<file path="src/rtl/pcicfg_pkg.sv">
package pcicfg_pkg;
  localparam logic [3:0] CMD_CFG_READ  = 4'b1010;
  localparam logic [3:0] CMD_CFG_WRITE = 4'b1011;

  localparam logic [7:0] OFS_IDENT  = 8'h00;
  localparam logic [7:0] OFS_CMDSTS = 8'h04;
  localparam logic [7:0] OFS_CLASS  = 8'h08;
  localparam logic [7:0] OFS_MISC   = 8'h0C;
  localparam logic [7:0] OFS_BAR0   = 8'h10;
  localparam logic [7:0] OFS_SUBSYS = 8'h2C;
  localparam logic [7:0] OFS_IRQ    = 8'h3C;

  localparam int NUM_WTGT = 3;
  typedef enum logic [1:0] {
    WT_CMD  = 2'd0,
    WT_BAR  = 2'd1,
    WT_IRQ  = 2'd2
  } wtgt_e;
endpackage

</file>
<file path="src/rtl/cfgh_decode.sv">
module cfgh_decode
  import pcicfg_pkg::*;
(
  input  logic [7:0]          ofs,
  input  logic [3:0]          cmd,
  input  logic                irdy_n,
  input  logic                trdy_n,
  output logic [NUM_WTGT-1:0] wr_sel,
  output logic                rd_act
);
  logic wr_phase;

  assign wr_phase = (cmd == CMD_CFG_WRITE) && !irdy_n && !trdy_n;
  assign rd_act   = (cmd == CMD_CFG_READ) && !irdy_n;

  always_comb begin
    wr_sel = '0;
    if (wr_phase) begin
      unique case (ofs)
        OFS_CMDSTS: wr_sel[WT_CMD] = 1'b1;
        OFS_BAR0:   wr_sel[WT_BAR] = 1'b1;
        OFS_IRQ:    wr_sel[WT_IRQ] = 1'b1;
        default:    wr_sel = '0;
      endcase
    end
  end
endmodule

</file>
<file path="src/rtl/cfgh_lanes.sv">
module cfgh_lanes #(
  parameter int NBYTES = 4,
  parameter logic [8*NBYTES-1:0] WMASK = '1
) (
  input  logic                clk,
  input  logic                rst_n,
  input  logic                we,
  input  logic [NBYTES-1:0]   be_n,
  input  logic [8*NBYTES-1:0] wdata,
  output logic [8*NBYTES-1:0] q
);
  for (genvar i = 0; i < NBYTES; i++) begin : g_lane
    always_ff @(posedge clk or negedge rst_n) begin
      if (!rst_n)
        q[i*8 +: 8] <= 8'h00;
      else if (we && !be_n[i])
        q[i*8 +: 8] <= wdata[i*8 +: 8] & WMASK[i*8 +: 8];
    end

    p_lane_hold_r5: assert property (@(posedge clk) disable iff (!rst_n)
      (we && be_n[i]) |=> $stable(q[i*8 +: 8]));
  end
endmodule

</file>
<file path="src/rtl/cfgh_rdmux.sv">
module cfgh_rdmux
  import pcicfg_pkg::*;
#(
  parameter logic [15:0] VENDOR_ID  = 16'h1A2B,
  parameter logic [15:0] DEVICE_ID  = 16'h0C3D,
  parameter logic [23:0] CLASS_CODE = 24'h118000,
  parameter logic [7:0]  REV_ID     = 8'h02,
  parameter logic [7:0]  BIST_VAL   = 8'h00,
  parameter logic [7:0]  HDR_TYPE   = 8'h00,
  parameter logic [7:0]  LAT_TMR    = 8'h20,
  parameter logic [7:0]  CACHE_LS   = 8'h08,
  parameter logic [15:0] SUBSYS_VID = 16'h1A2B,
  parameter logic [15:0] SUBSYS_ID  = 16'h0001,
  parameter logic [7:0]  INT_PIN    = 8'h01,
  parameter logic [7:0]  MIN_GNT    = 8'h03,
  parameter logic [7:0]  MAX_LAT    = 8'h05,
  parameter logic [15:0] STATUS_VAL = 16'h0200
) (
  input  logic        clk,
  input  logic        rst_n,
  input  logic        rd_act,
  input  logic [7:0]  ofs,
  input  logic [15:0] cmd_word,
  input  logic [31:0] bar_word,
  input  logic [7:0]  irq_line,
  output logic [31:0] rdata
);
  always_comb begin
    rdata = '0;
    if (rd_act) begin
      case (ofs)
        OFS_IDENT:  rdata = {DEVICE_ID, VENDOR_ID};
        OFS_CMDSTS: rdata = {STATUS_VAL, cmd_word};
        OFS_CLASS:  rdata = {CLASS_CODE, REV_ID};
        OFS_MISC:   rdata = {BIST_VAL, HDR_TYPE, LAT_TMR, CACHE_LS};
        OFS_BAR0:   rdata = bar_word;
        OFS_SUBSYS: rdata = {SUBSYS_ID, SUBSYS_VID};
        OFS_IRQ:    rdata = {MAX_LAT, MIN_GNT, INT_PIN, irq_line};
        default:    rdata = '0;
      endcase
    end
  end

  p_bar_low_zero_r6: assert property (@(posedge clk) disable iff (!rst_n)
    (rd_act && ofs == OFS_BAR0) |-> (rdata[11:0] == 12'h000));

  p_status_ro_r7: assert property (@(posedge clk) disable iff (!rst_n)
    (rd_act && ofs == OFS_CMDSTS) |-> (rdata[31:16] == STATUS_VAL));

  p_idle_zero_r10: assert property (@(posedge clk) disable iff (!rst_n)
    !rd_act |-> (rdata == 32'h0));
endmodule

</file>
<file path="src/rtl/pci_cfg_header.sv">
module pci_cfg_header
  import pcicfg_pkg::*;
#(
  parameter logic [15:0] VENDOR_ID     = 16'h1A2B,
  parameter logic [15:0] DEVICE_ID     = 16'h0C3D,
  parameter logic [23:0] CLASS_CODE    = 24'h118000,
  parameter logic [7:0]  REV_ID        = 8'h02,
  parameter logic [7:0]  BIST_VAL      = 8'h00,
  parameter logic [7:0]  HDR_TYPE      = 8'h00,
  parameter logic [7:0]  LAT_TMR       = 8'h20,
  parameter logic [7:0]  CACHE_LS      = 8'h08,
  parameter logic [15:0] SUBSYS_VID    = 16'h1A2B,
  parameter logic [15:0] SUBSYS_ID     = 16'h0001,
  parameter logic [7:0]  INT_PIN       = 8'h01,
  parameter logic [7:0]  MIN_GNT       = 8'h03,
  parameter logic [7:0]  MAX_LAT       = 8'h05,
  parameter logic [15:0] STATUS_VAL    = 16'h0200,
  parameter logic [15:0] CMD_WMASK     = 16'h07FF,
  parameter int          BAR_SIZE_LOG2 = 12
) (
  input  logic        clk,
  input  logic        rst_n,
  input  logic [31:0] lat_addr,
  input  logic [3:0]  lat_cmd,
  input  logic [3:0]  be_n,
  input  logic        irdy_n,
  input  logic        trdy_n,
  input  logic [31:0] wdata,
  output logic [31:0] rdata
);
  localparam logic [31:0] BAR_WMASK = ~((32'd1 << BAR_SIZE_LOG2) - 32'd1);

  logic [7:0]          ofs;
  logic [NUM_WTGT-1:0] wr_sel;
  logic                rd_act;
  logic [15:0]         cmd_word;
  logic [31:0]         bar_word;
  logic [7:0]          irq_line;
  logic                unused_hi;

  assign ofs       = lat_addr[7:0];
  assign unused_hi = ^lat_addr[31:8];

  cfgh_decode u_dec (
    .ofs    (ofs),
    .cmd    (lat_cmd),
    .irdy_n (irdy_n),
    .trdy_n (trdy_n),
    .wr_sel (wr_sel),
    .rd_act (rd_act)
  );

  cfgh_lanes #(.NBYTES(2), .WMASK(CMD_WMASK)) u_cmd (
    .clk   (clk),
    .rst_n (rst_n),
    .we    (wr_sel[WT_CMD]),
    .be_n  (be_n[1:0]),
    .wdata (wdata[15:0]),
    .q     (cmd_word)
  );

  cfgh_lanes #(.NBYTES(4), .WMASK(BAR_WMASK)) u_bar (
    .clk   (clk),
    .rst_n (rst_n),
    .we    (wr_sel[WT_BAR]),
    .be_n  (be_n),
    .wdata (wdata),
    .q     (bar_word)
  );

  cfgh_lanes #(.NBYTES(1), .WMASK(8'hFF)) u_irq (
    .clk   (clk),
    .rst_n (rst_n),
    .we    (wr_sel[WT_IRQ]),
    .be_n  (be_n[0:0]),
    .wdata (wdata[7:0]),
    .q     (irq_line)
  );

  cfgh_rdmux #(
    .VENDOR_ID(VENDOR_ID), .DEVICE_ID(DEVICE_ID), .CLASS_CODE(CLASS_CODE),
    .REV_ID(REV_ID), .BIST_VAL(BIST_VAL), .HDR_TYPE(HDR_TYPE),
    .LAT_TMR(LAT_TMR), .CACHE_LS(CACHE_LS), .SUBSYS_VID(SUBSYS_VID),
    .SUBSYS_ID(SUBSYS_ID), .INT_PIN(INT_PIN), .MIN_GNT(MIN_GNT),
    .MAX_LAT(MAX_LAT), .STATUS_VAL(STATUS_VAL)
  ) u_rd (
    .clk      (clk),
    .rst_n    (rst_n),
    .rd_act   (rd_act),
    .ofs      (ofs),
    .cmd_word (cmd_word),
    .bar_word (bar_word),
    .irq_line (irq_line),
    .rdata    (rdata)
  );

  // registers are clear on the edge after reset is seen low
  p_reset_clear_r1: assert property (@(posedge clk)
    !rst_n |=> (cmd_word == 16'h0 && bar_word == 32'h0 && irq_line == 8'h0));

  p_no_handshake_hold_r3: assert property (@(posedge clk) disable iff (!rst_n)
    (irdy_n || trdy_n || lat_cmd != CMD_CFG_WRITE)
    |=> ($stable(cmd_word) && $stable(bar_word) && $stable(irq_line)));

  p_other_ofs_hold_r9: assert property (@(posedge clk) disable iff (!rst_n)
    (!irdy_n && !trdy_n && lat_cmd == CMD_CFG_WRITE &&
     ofs != OFS_CMDSTS && ofs != OFS_BAR0 && ofs != OFS_IRQ)
    |=> ($stable(cmd_word) && $stable(bar_word) && $stable(irq_line)));

  p_wr_onehot_r9: assert property (@(posedge clk) disable iff (!rst_n)
    $onehot0(wr_sel));
endmodule

</file>
<file path="config.mk">
export PLATFORM = sky130hd
export DESIGN_NAME = pci_cfg_header
export DESIGN_NICKNAME = d
export VERILOG_FILES = /design/src/rtl/pcicfg_pkg.sv /design/src/rtl/cfgh_decode.sv /design/src/rtl/cfgh_lanes.sv /design/src/rtl/cfgh_rdmux.sv /design/src/rtl/pci_cfg_header.sv
export SDC_FILE = /design/constraint.sdc
export NUM_CORES = 1
export LEC_CHECK = 0
export BUFFER_PORTS_ARGS = -buffer_cell sky130_fd_sc_hd__buf_2
export CAP_MARGIN = 20
export CORE_ASPECT_RATIO = 0.75
export CORE_MARGIN = 8
export CORE_UTILIZATION = 50
export CTS_BUF_LIST = sky130_fd_sc_hd__clkbuf_8
export DETAILED_ROUTE_END_ITERATION = 8
export GPL_ROUTABILITY_DRIVEN = 1
export GPL_TIMING_DRIVEN = 0
export HOLD_SLACK_MARGIN = 0.08
export MAX_ROUTING_LAYER = met4
export PLACE_DENSITY_LB_ADDON = 0.3
export SYNTH_ARGS = -nofsm -noshare
export SYNTH_HDL_FRONTEND = slang
export SYNTH_SLANG_ARGS = --single-unit
</file>
<file path="constraint.sdc">
create_clock -name clk -period 6.3 [get_ports clk]
set_input_delay 1.26 -clock clk [delete_from_list [all_inputs] [get_ports clk]]
set_output_delay 1.26 -clock clk [all_outputs]
set_load 0.01 [all_outputs]
</file>
==> flow_summary.json <==
{
  "reg2regPathDepth": 1,
  "clkSinkCount": 39,
  "vias_per_cell": 5.36,
  "power.density_mw_per_mm2": 172,
  "clock_tree_from_tritoncts": "yes",
  "clk_skew_ns": 0,
  "core-area_mm2": 0.00398,
  "ctsRootBufferMaster": "sky130_fd_sc_hd__clkbuf_8",
  "crit_arrival_ns": 3.31,
  "p_leak_nw": 1.31,
  "timing.critical_path.to_type": "primary output",
  "floorplan.die_area_mm2": 0.00636,
  "dp_hpwl_um": 4090,
  "holdCritPathClass": "register to register",
  "ys_seq_area_frac": 0.482,
  "preCtsSetupSlack_ns": 1.71,
  "regToRegEndpoint": "u_irq.q[0]$_DFFE_PN0P_",
  "holdWs_ns": 0.499,
  "row_count": 20,
  "routed_via_count": 1780,
  "final.period_utilization": 0.725,
  "achievable-frequency_mhz": 219,
  "clk_path_buf_depth": 2,
  "ir_drop_uv": 171,
  "ys.warnings.count": 0,
  "all_layer_global_routing_usage": 0.186,
  "gr-usage-met3": 0.0567,
  "routed_wl_um": 5310,
  "cts-resized-gates": 0,
  "synthesis.nets": 262,
  "initial_core_utilization": 0.509,
  "grt.met2_usage": 0.265,
  "critical_path.cell_chain": "buf_2, or3b_1, or4b_1, buf_2, nor3_1, and2_1, buf_2",
  "synth_area_per_cell_um2": 10.9,
  "outcome": "completed",
  "post_layout_nonfiller_instances": 332,
  "r2r_start": "u_irq.q[0]$_DFFE_PN0P_",
  "grt_first_pass_wirelength_um": 8870,
  "route.detailed.wl_per_inst_um": 16.0,
  "unrepaired_setup_endpoints_after_global_routing": "no",
  "worst_slew_pin_slew_ns": 0.938,
  "drc_errors": 0,
  "post-route-worst-setup-slack_ns": 1.73,
  "synth_top_cell_area_share": 0.482,
  "htreeDepth": 2,
  "post-route-util": 0.653,
  "postRouteAntennaNets": 0,
  "drt_iter0_markers": 81,
  "placed_cells": 323,
  "layout_min_cycle_time_ns": 4.57,
  "gp_routability_congestion": 0.834,
  "cts.repair_timing.setup_buffer_count": 0,
  "global_route.overflow_total": 0,
  "area_growth_syn_to_layout_pct": 28.2,
  "hold_violations": 0,
  "grt_pass1_vias": 1793,
  "gr-max-usage-layer": "met2",
  "synth_seq_cells": 39,
  "crit_path_start_kind": "input port",
  "timing.reg2reg.setup_slack_ns": 5.53,
  "clk_latency_ns": 0.29,
  "worst_ep_required_time_ns": 5.04,
  "tritoncts_buffers": 5,
  "io_pins": 108,
  "nNetsFinal": 352,
  "worst_path_max_delay_cell": "sky130_fd_sc_hd__or4b_1",
  "layout-drive-gt1-share": 0.505,
  "placed_area_mm2": 0.00250,
  "final-max-slew-violation-count": 0,
  "final_design_area_no_fill_mm2": 0.00260,
  "detailedRoute.firstPassIterationCount": 4,
  "totalPowerFinal_mw": 0.447,
  "maxSlewHeadroom": 0.366,
  "worstPathMaxFanout": 6,
  "final-setup-viol-count": 0,
  "timing.critical_path.to": "rdata[15]",
  "antenna_found_initial": 0,
  "grt_util_met1": 0.249,
  "clk_transition_reported_paths_ns": 0.07,
  "synth.lib_cells_used.distinct": 32,
  "startpoint": "lat_addr[7]",
  "post_synthesis_cells": 186,
  "worstSetupPathType": "input port to primary output",
  "place.port_buffers": 82,
  "slowest_delay_ns": 0.51,
  "fin_setup_tns_ns": 0,
  "drv.max_cap_violation_count": 0,
  "path_common_cell": "sky130_fd_sc_hd__buf_2",
  "area_contributors_post_synth": "sky130_fd_sc_hd__dfrtp_1 48%, sky130_fd_sc_hd__mux2_2 22%, sky130_fd_sc_hd__a21oi_1 3.2%, sky130_fd_sc_hd__nand2_1 3.0%, sky130_fd_sc_hd__and2_1 2.2%",
  "maximum_number_of_pins_on_one_net_before_global_route_repair": 40,
  "n_antenna_cell": 0,
  "hold_buffers": 0,
  "die_h_um": 71.1,
  "synth.largest_area_cell": "sky130_fd_sc_hd__dfrtp_1",
  "syn_area_mm2": 0.00202,
  "dieWidth_um": 89.5
}
-- final cells by class --
| class | count | area [um2] |
|---|---|---|
| Buffer | 8 | 33.8 |
| Clock buffer | 5 | 68.8 |
| Clock inverter | 3 | 16.3 |
| Fill cell | 344 | 1380 |
| Inverter | 7 | 26.3 |
| Multi-Input combinational cell | 132 | 988 |
| Sequential cell | 39 | 976 |
| Tap cell | 55 | 68.8 |
| Timing Repair Buffer | 83 | 418 |
-- synth_stat cells (all sizes together) --
cell     instances
dfrtp           39
mux2            39
nand2           16
a21oi           13
nor2            11
nor3             9
and2             7
inv              7
a31oi            5
clkbuf           5
o21ai            5
a22oi            4
or3b             4
buf              3
nand3            3
nor4             3
o211ai           2
a21boi           1
a32oi            1
and3             1
nand2b           1
nand4bb          1
nor2b            1
nor4b            1
o21a             1
or3              1
or4              1
or4b             1
-- worst min path at each step --
stage                            startpoint                      end  slack (ns)  cells after the start
global placement    u_bar.q[31]$_DFFE_PN0P_  u_bar.q[31]$_DFFE_PN0P_        0.48                      1
detailed placement  u_bar.q[30]$_DFFE_PN0P_  u_bar.q[30]$_DFFE_PN0P_        0.49                      1
floorplan           u_bar.q[22]$_DFFE_PN0P_  u_bar.q[22]$_DFFE_PN0P_        0.47                      1
CTS                 u_bar.q[30]$_DFFE_PN0P_  u_bar.q[30]$_DFFE_PN0P_        0.51                      1
global route        u_bar.q[30]$_DFFE_PN0P_  u_bar.q[30]$_DFFE_PN0P_        0.52                      1
finish              u_bar.q[30]$_DFFE_PN0P_  u_bar.q[30]$_DFFE_PN0P_        0.50                      1
-- cell usage in the layout, fill, tap and decap left out --
| cell type | instances |
|---|---|
| sky130_fd_sc_hd__or3b_1 | 1 |
| sky130_fd_sc_hd__a22oi_1 | 4 |
| sky130_fd_sc_hd__nand2_1 | 16 |
| sky130_fd_sc_hd__nor3_4 | 2 |
| sky130_fd_sc_hd__buf_2 | 85 |
| sky130_fd_sc_hd__nor2_1 | 11 |
| sky130_fd_sc_hd__or3b_2 | 3 |
| sky130_fd_sc_hd__nand2b_1 | 1 |
| sky130_fd_sc_hd__nor3_1 | 6 |
| sky130_fd_sc_hd__nor4_2 | 1 |
| sky130_fd_sc_hd__dfrtp_1 | 39 |
| sky130_fd_sc_hd__nor4_1 | 2 |
| sky130_fd_sc_hd__nand3_1 | 3 |
| sky130_fd_sc_hd__and2_1 | 7 |
| sky130_fd_sc_hd__a32oi_1 | 1 |
| sky130_fd_sc_hd__a21oi_1 | 13 |
| sky130_fd_sc_hd__clkbuf_1 | 5 |
| sky130_fd_sc_hd__a31oi_1 | 5 |
| sky130_fd_sc_hd__clkinv_2 | 1 |
| sky130_fd_sc_hd__clkbuf_4 | 1 |
| sky130_fd_sc_hd__inv_1 | 8 |
| sky130_fd_sc_hd__nor3_2 | 1 |
| sky130_fd_sc_hd__or4b_1 | 1 |
| sky130_fd_sc_hd__and3_1 | 1 |
| sky130_fd_sc_hd__mux2_2 | 39 |
| sky130_fd_sc_hd__o21ai_0 | 5 |
| sky130_fd_sc_hd__nand4bb_1 | 1 |
| sky130_fd_sc_hd__nor4b_1 | 1 |
| sky130_fd_sc_hd__nor2b_1 | 1 |
| sky130_fd_sc_hd__or3_1 | 1 |
| sky130_fd_sc_hd__clkbuf_8 | 5 |
| sky130_fd_sc_hd__clkinvlp_4 | 1 |
| sky130_fd_sc_hd__o211ai_1 | 2 |
| sky130_fd_sc_hd__a21boi_0 | 1 |
| sky130_fd_sc_hd__or4_4 | 1 |
| sky130_fd_sc_hd__o21a_1 | 1 |
-- power breakdown --
| part | internal (mW) | total (mW) | switching [mW] |
|---|---|---|---|
| combinational | 0.0142 | 0.0324 | 0.0182 |
| clock | 0.0757 | 0.164 | 0.0881 |
| sequential | 0.250 | 0.251 | 0.000146 |
| total | 0.340 | 0.447 | 0.106 |
-- flip-flops by register name, indices dropped and copies added, names as in the netlist --
register  cells
u_irq.q       8
u_cmd.q      11
u_bar.q      20
-- per-layer routing --
metal,share of wire,up-vias
met3,0.072,7
met5,0,-
met1,0.47,859
met2,0.45,64
met4,0.012,0
li1,-,850
-- critical path, delay by kind of cell --
family	cells	cell delay, ns
buffers and inverters	3	0.44
and+or+nand+nor	4	1.61
-- cell families (layout without fill, tap and decap cells) --
logic type	Yosys count	count (layout)	synth area share
flip-flops	39	39	0.482
buffers and inverters	15	106	0.0297
multiplexers	39	39	0.217
AO/OA/AOI/OAI	32	32	0.0939
AND/OR/NAND/NOR	61	61	0.177
Power figures use the tool's default switching activity.
